**src/rtl/dma_arb_pkg.sv**
```systemverilog
package dma_arb_pkg;

   // Which path currently holds the bus master port.
   typedef enum logic [1:0] {
      OWN_FREE = 2'd0,
      OWN_TX   = 2'd1,
      OWN_RX   = 2'd2
   } owner_e;

   // Path indices used by the per-path generate mapping.
   localparam int unsigned PATH_TX = 0;
   localparam int unsigned PATH_RX = 1;
   localparam int unsigned NUM_PATHS = 2;

endpackage

```
**src/rtl/dma_arb_cfg_watch.sv**
```systemverilog
// Registers the configuration and flags any cycle in which it differs
// from the value held on the previous edge.
module dma_arb_cfg_watch #(
   parameter int unsigned RATIO_W = 3
) (
   input  logic               clk,
   input  logic               rst_n,
   input  logic               cfg_fixed,
   input  logic               cfg_tx_first,
   input  logic [RATIO_W-1:0] cfg_ratio,
   output logic               cfg_changed
);
   localparam int unsigned CFG_W = RATIO_W + 2;

   logic [CFG_W-1:0] cfg_now;
   logic [CFG_W-1:0] cfg_q;

   assign cfg_now = {cfg_fixed, cfg_tx_first, cfg_ratio};

   always_ff @(posedge clk) begin
      if (!rst_n) begin
         cfg_q <= '0;
      end else begin
         cfg_q <= cfg_now;
      end
   end

   assign cfg_changed = (cfg_now != cfg_q);
endmodule

```
**src/rtl/dma_arb_weight.sv**
```systemverilog
// Decision logic plus the burst-position counter.  Requests arrive
// already sorted into the favoured and the other path.
module dma_arb_weight #(
   parameter int unsigned RATIO_W = 3,
   parameter bit          SAT_CNT = 1'b1
) (
   input  logic               clk,
   input  logic               rst_n,
   input  logic               cfg_fixed,
   input  logic [RATIO_W-1:0] cfg_ratio,
   input  logic               cfg_changed,
   input  logic               port_free,
   input  logic               fav_req,
   input  logic               oth_req,
   output logic               pick_fav,
   output logic               pick_oth
);
   localparam int unsigned CNT_W = RATIO_W + 1;

   logic [CNT_W-1:0] burst_cnt;
   logic [CNT_W-1:0] cnt_eff;
   logic [CNT_W-1:0] burst_len;
   logic [CNT_W-1:0] cnt_nxt;
   logic [CNT_W-1:0] cnt_inc;
   logic             fav_turn;

   // A configuration change restarts the burst in the same cycle.
   assign cnt_eff   = cfg_changed ? '0 : burst_cnt;
   assign burst_len = CNT_W'(cfg_ratio) + CNT_W'(1);
   assign fav_turn  = (cnt_eff < burst_len);

   // The counter variant is chosen at elaboration.  The saturating form
   // stops at the burst length while the favoured path runs alone.
   // The wrapping form restarts the burst instead.
   generate
      if (SAT_CNT) begin : g_sat
         assign cnt_inc = fav_turn ? (cnt_eff + CNT_W'(1)) : cnt_eff;
      end else begin : g_wrap
         assign cnt_inc = fav_turn ? (cnt_eff + CNT_W'(1)) : CNT_W'(1);
      end
   endgenerate

   always_comb begin
      pick_fav = 1'b0;
      pick_oth = 1'b0;
      if (cfg_fixed) begin
         pick_fav = fav_req;
         pick_oth = !fav_req && oth_req;
      end else if (fav_req && oth_req) begin
         pick_fav = fav_turn;
         pick_oth = !fav_turn;
      end else begin
         pick_fav = fav_req;
         pick_oth = oth_req;
      end
   end

   always_comb begin
      cnt_nxt = cnt_eff;
      if (port_free) begin
         if (!fav_req && !oth_req) begin
            cnt_nxt = '0;
         end else if (cfg_fixed) begin
            cnt_nxt = '0;
         end else if (pick_fav) begin
            cnt_nxt = cnt_inc;
         end else if (pick_oth) begin
            cnt_nxt = '0;
         end
      end
   end

   always_ff @(posedge clk) begin
      if (!rst_n) begin
         burst_cnt <= '0;
      end else begin
         burst_cnt <= cnt_nxt;
      end
   end
endmodule

```
**src/rtl/dma_arb_owner.sv**
```systemverilog
// Holds the bus owner until its own done pulse.
module dma_arb_owner
   import dma_arb_pkg::*;
(
   input  logic   clk,
   input  logic   rst_n,
   input  logic   take_tx,
   input  logic   take_rx,
   input  logic   tx_done,
   input  logic   rx_done,
   output owner_e owner,
   output logic   port_free
);
   owner_e owner_nxt;

   always_comb begin
      owner_nxt = owner;
      unique case (owner)
         OWN_FREE: begin
            if (take_tx) begin
               owner_nxt = OWN_TX;
            end else if (take_rx) begin
               owner_nxt = OWN_RX;
            end
         end
         OWN_TX: if (tx_done) owner_nxt = OWN_FREE;
         OWN_RX: if (rx_done) owner_nxt = OWN_FREE;
         default: owner_nxt = OWN_FREE;
      endcase
   end

   always_ff @(posedge clk) begin
      if (!rst_n) begin
         owner <= OWN_FREE;
      end else begin
         owner <= owner_nxt;
      end
   end

   assign port_free = (owner == OWN_FREE);
endmodule

```
**src/rtl/dma_path_arbiter.sv**
```systemverilog
module dma_path_arbiter
   import dma_arb_pkg::*;
#(
   parameter int unsigned RATIO_W = 3,
   parameter bit          SAT_CNT = 1'b1
) (
   input  logic               clk,
   input  logic               rst_n,
   input  logic               cfg_fixed,
   input  logic               cfg_tx_first,
   input  logic [RATIO_W-1:0] cfg_ratio,
   input  logic               tx_req,
   input  logic               tx_done,
   output logic               tx_gnt,
   input  logic               rx_req,
   input  logic               rx_done,
   output logic               rx_gnt
);
   generate
      if (RATIO_W < 1 || RATIO_W > 6) begin : g_bad_ratio_w
         $error("dma_path_arbiter: RATIO_W must lie in 1..6");
      end
   endgenerate

   logic [NUM_PATHS-1:0] req_v;
   logic [NUM_PATHS-1:0] take_v;
   logic [NUM_PATHS-1:0] favoured_v;
   logic                 fav_req;
   logic                 oth_req;
   logic                 pick_fav;
   logic                 pick_oth;
   logic                 cfg_changed;
   logic                 port_free;
   owner_e               owner;

   assign req_v[PATH_TX] = tx_req;
   assign req_v[PATH_RX] = rx_req;
   assign favoured_v[PATH_TX] = cfg_tx_first;
   assign favoured_v[PATH_RX] = !cfg_tx_first;

   assign fav_req = |(req_v & favoured_v);
   assign oth_req = |(req_v & ~favoured_v);

   // Map the favoured/other decision back onto each path.
   generate
      for (genvar p = 0; p < NUM_PATHS; p++) begin : g_path
         assign take_v[p] = favoured_v[p] ? pick_fav : pick_oth;
      end
   endgenerate

   dma_arb_cfg_watch #(
      .RATIO_W(RATIO_W)
   ) u_cfg_watch (
      .clk         (clk),
      .rst_n       (rst_n),
      .cfg_fixed   (cfg_fixed),
      .cfg_tx_first(cfg_tx_first),
      .cfg_ratio   (cfg_ratio),
      .cfg_changed (cfg_changed)
   );

   dma_arb_weight #(
      .RATIO_W(RATIO_W),
      .SAT_CNT(SAT_CNT)
   ) u_weight (
      .clk        (clk),
      .rst_n      (rst_n),
      .cfg_fixed  (cfg_fixed),
      .cfg_ratio  (cfg_ratio),
      .cfg_changed(cfg_changed),
      .port_free  (port_free),
      .fav_req    (fav_req),
      .oth_req    (oth_req),
      .pick_fav   (pick_fav),
      .pick_oth   (pick_oth)
   );

   dma_arb_owner u_owner (
      .clk      (clk),
      .rst_n    (rst_n),
      .take_tx  (take_v[PATH_TX]),
      .take_rx  (take_v[PATH_RX]),
      .tx_done  (tx_done),
      .rx_done  (rx_done),
      .owner    (owner),
      .port_free(port_free)
   );

   assign tx_gnt = (owner == OWN_TX);
   assign rx_gnt = (owner == OWN_RX);
endmodule

```
**config.mk**
```make
export PLATFORM = sky130hd
export DESIGN_NAME = dma_path_arbiter
export DESIGN_NICKNAME = d
export VERILOG_FILES = /design/src/rtl/dma_arb_pkg.sv /design/src/rtl/dma_arb_cfg_watch.sv /design/src/rtl/dma_arb_weight.sv /design/src/rtl/dma_arb_owner.sv /design/src/rtl/dma_path_arbiter.sv
export SDC_FILE = /design/constraint.sdc
export NUM_CORES = 1
export LEC_CHECK = 0
export ABC_AREA = 1
export BUFFER_PORTS_ARGS = -buffer_cell sky130_fd_sc_hd__buf_2
export CAP_MARGIN = 20
export CORE_AREA = 2 2 43 45
export DETAILED_ROUTE_END_ITERATION = 8
export DIE_AREA = 0 0 45 47
export PLACE_DENSITY_LB_ADDON = 0.05
export SYNTH_ARGS = -nofsm -noshare
export SYNTH_HDL_FRONTEND = slang
export SYNTH_SLANG_ARGS = --single-unit
```
**constraint.sdc**
```tcl
create_clock -name clk -period 2.97 [get_ports clk]
set_clock_uncertainty 0.15 [all_clocks]
set_input_delay 0.297 -clock clk [delete_from_list [all_inputs] [get_ports clk]]
set_output_delay 0.297 -clock clk [all_outputs]
set_load 0.005 [all_outputs]
```
==> summary.txt <==
Die
  – FP Rows: 15
  – Die span in y: 47 um
  – Initial core utilization: 49.85%
  – Die ar.: 0.002115 mm^2
  – I/O pins: 13
  – Core area: 0.001652 mm^2
  – Chip width: 45 um

Global routing
  – Initial antenna violation count: 0
  – Largest net degree at the start of global routing: 9
  – Tot GR Track Use: 17.93%
  – Vias in the first global route: 677
  – GRT Residual Overflow: 0
  – First-pass GRT wire length: 2732 um

Layout
  – NumNets Final: 162
  – Area of the multi-input gates: 490.5 um^2
  – Most common cell after layout, fill and taps aside: nand2_1
  – # fillers: 175
  – Most frequent cells in the layout: 34 x nand2_1, 29 x inv_1, 12 x buf_2, 11 x dfxtp_1, 10 x nor2_1
  – Area grow syn2layout: 13.22%
  – Area occupied by registers: 220.2 um^2
  – Antenna diodes: 0
  – Layout cells sized above 1: 18.62%

Setup path
  – Worst path max stage delay: 0.34 ns
  – WP data required: 3.03 ns
  – Worst setup path class: flip-flop to flip-flop
  – Worst setup SP type: flip-flop
  – Slowest CP cell: xnor2_1
  – CP cell instances: xnor2_1 > nand3_1 > nor2_1 > ha_1 > a21oi_1 > nand2_2 > nand2_2 > nand2_4 > nand2_4 > nand3_1 > nand2_1 > nand3_1 > a21oi_1
  – Worst Path Arrival: 2.56 ns
  – Crit path max-delay family: simple AND/OR/NAND/NOR gates
  – CP Capture Type: flip-flop
  – Crit-path max FO: 7
  – Most common cell on crit path: nand3_1
  – WP buf/inv: 0

Logic synthesis
  – Synthesized net count: 145
  – Gate count of the mapped netlist: 129
  – Post-synth cell types: 19
  – Seq cells post-synth: 11
  – Syn Area/Cell: 6.382 um^2
  – Synth Cell Area: 823.3 um^2
  – Post-synthesis sequential area ratio: 26.75%
  – Warnings, synthesis: 0

STA
  – TNS Setup: 0 ns
  – Worst Tran Pin Value: 0.5595 ns
  – Final setup vio count: 0
  – Final hold vios: 0
  – Rel. slew slack: 62.31%
  – RSZ-0062 raised after global routing: false
  – Max-slew violations: 0
  – Min Tclk post-route: 2.505 ns
  – Final worst-path cycle share: 84.35%
  – Highest clock rate: 0.3992 GHz

Power
  – Peak VDD IR: 265.7 uV
  – Leak: 0.5264 nW
  – Seq pwr share: 45.7%
  – Clock share of power: 28.9%
  – Switching Fraction: 32.33%
  – Pwr Density: 376.6 mW/mm^2
  – Net Switching: 113.5 uW
  – Int Pwr: 237.5 uW
  – Logic pwr share: 25.4%
  – Total power: 351.0 uW

Clock tree
  – Clock buffer count from CTS: 3
  – Clk buf depth: 2
  – Post-CTS sizing: 0
  – # Post-CTS Setup Buffers: 0
  – Post-cts hold buffer count: 0
  – Root cell of the clock tree: clkbuf_4
  – H-tree depth: 1
  – CTS tree: yes
  – Clock Latency Late Sink: 0.27 ns
  – Clk pin slew, worst setup/hold paths: 0.07 ns
  – Sink Count: 11

Placement
  – Global placement routability congestion: 0.8110
  – PortBufs: 12
  – Detailed-placement wirelength estimate: 1298 um

Route
  – Detailed-route via count: 789
  – Antenna-violating nets left: 0
  – DRC viols: 0
  – Via density: 4.870
  – Total Wirelength: 1543 um
  – Initial DRC count: 9
  – Avg WL per Cell: 9.525 um
  – First drt pass iteration count: 4

Run
  – Max-cap check violation count: 0

Outcome
  – Status: finished clean

Hold path
  – Min-delay worst type: input port to flip-flop
[worst reg2reg max path: cells and delay by family (launching register included)]
family	cells	cell delay [ns]
flops	1	0.31
xor+xnor	1	0.34
fa+ha+maj	1	0.29
simple gates	9	1.05
compound gates	2	0.31
[cell families after synthesis]
| family | after synthesis | share of synthesized area [%] |
|---|---|---|
| and+or+nand+nor | 66 | 39.82 |
| buffers and inverters | 30 | 13.68 |
| AOI/OAI and AO/OA | 15 | 10.03 |
| DFF | 11 | 26.75 |
| adders and majority gates | 5 | 7.599 |
| xor gates and xnor gates | 2 | 2.128 |
[flip-flops by register name, indices dropped and copies added, names as in the netlist]
name / count
u_cfg_watch.cfg_q: 5
u_weight.burst_cnt: 4
u_owner.owner: 2
[power groups by stage]
| stage | registers [mW] | clock network [mW] | logic (mW) |
|---|---|---|---|
| after floorplan | 0.163 | 0 | 0.0640 |
| after global placement | 0.164 | 0 | 0.0880 |
| after detailed placement | 0.164 | 0 | 0.0905 |
| after CTS | 0.160 | 0.108 | 0.0907 |
| after global routing | 0.161 | 0.117 | 0.103 |
| final | 0.160 | 0.101 | 0.0893 |
[cell usage after synthesis]
library cell  count  share of area, %
nor2_2            1              0.76
xnor2_1           2               2.1
nand4_1           3               2.3
nand3_1           8               4.9
nand4_4           1               2.6
nand2_1          34                16
nand2_4           3               4.1
o21ai_1           2               1.2
nor2_1           10               4.6
ha_1              5               7.6
o21ai_0           3               1.8
a21oi_1           7               4.3
o211ai_1          3               2.7
nor4_1            1              0.76
dfxtp_1          11                27
inv_1            29                13
nand2_2           4               3.0
nor2_4            1               1.4
inv_2             1              0.46
[stage by stage]
stage / hold WS [ns] / std cells / utilization (%) / setup slack (ns) / instance area (um^2)
floorplan: 0.2405 / 129 / - / 0.7773 / 823.3
global placement: 0.3897 / 158 / 54.77 / 0.3949 / 904.6
detailed placement: 0.3956 / 158 / 54.77 / 0.3396 / 904.6
CTS: 0.1055 / 162 / 56.44 / 0.4336 / 932.1
global route: 0.1293 / 162 / 56.44 / 0.1224 / 932.1
finish: 0.1168 / 162 / 56.44 / 0.4647 / 932.1
[cell type report]
class | instances | area share (%)
clock buffer | 3 | 2.416
clock inverter | 1 | 0.5369
inverter | 30 | 12.08
multi-input combinational | 88 | 52.62
sequential | 11 | 23.62
tap | 17 | 2.282
timing repair buffer | 12 | 6.443
[worst paths after layout]
| check | start | endpoint | slack [ns] | cells past startpoint |
|---|---|---|---|---|
| worst max register to register | u_cfg_watch.cfg_q[4] | u_weight.burst_cnt[2] | 0.46 | 13 |
| worst min register to register | u_owner.owner[1] | u_owner.owner[0] | 0.40 | 3 |
| worst max-delay path | u_cfg_watch.cfg_q[4] | u_weight.burst_cnt[2] | 0.46 | 13 |
| worst min-delay path | cfg_ratio[1] | u_cfg_watch.cfg_q[1] | 0.12 | 3 |
[metal layers]
metal	share of wire (%)	vias up	track usage, %
li1	-	436	-
met1	48	338	21.68
met2	47	13	30.57
met3	4.5	2	6.923
met4	0.39	0	3.529
met5	0	-	0
No activity file was read; power rests on OpenSTA's default activity.
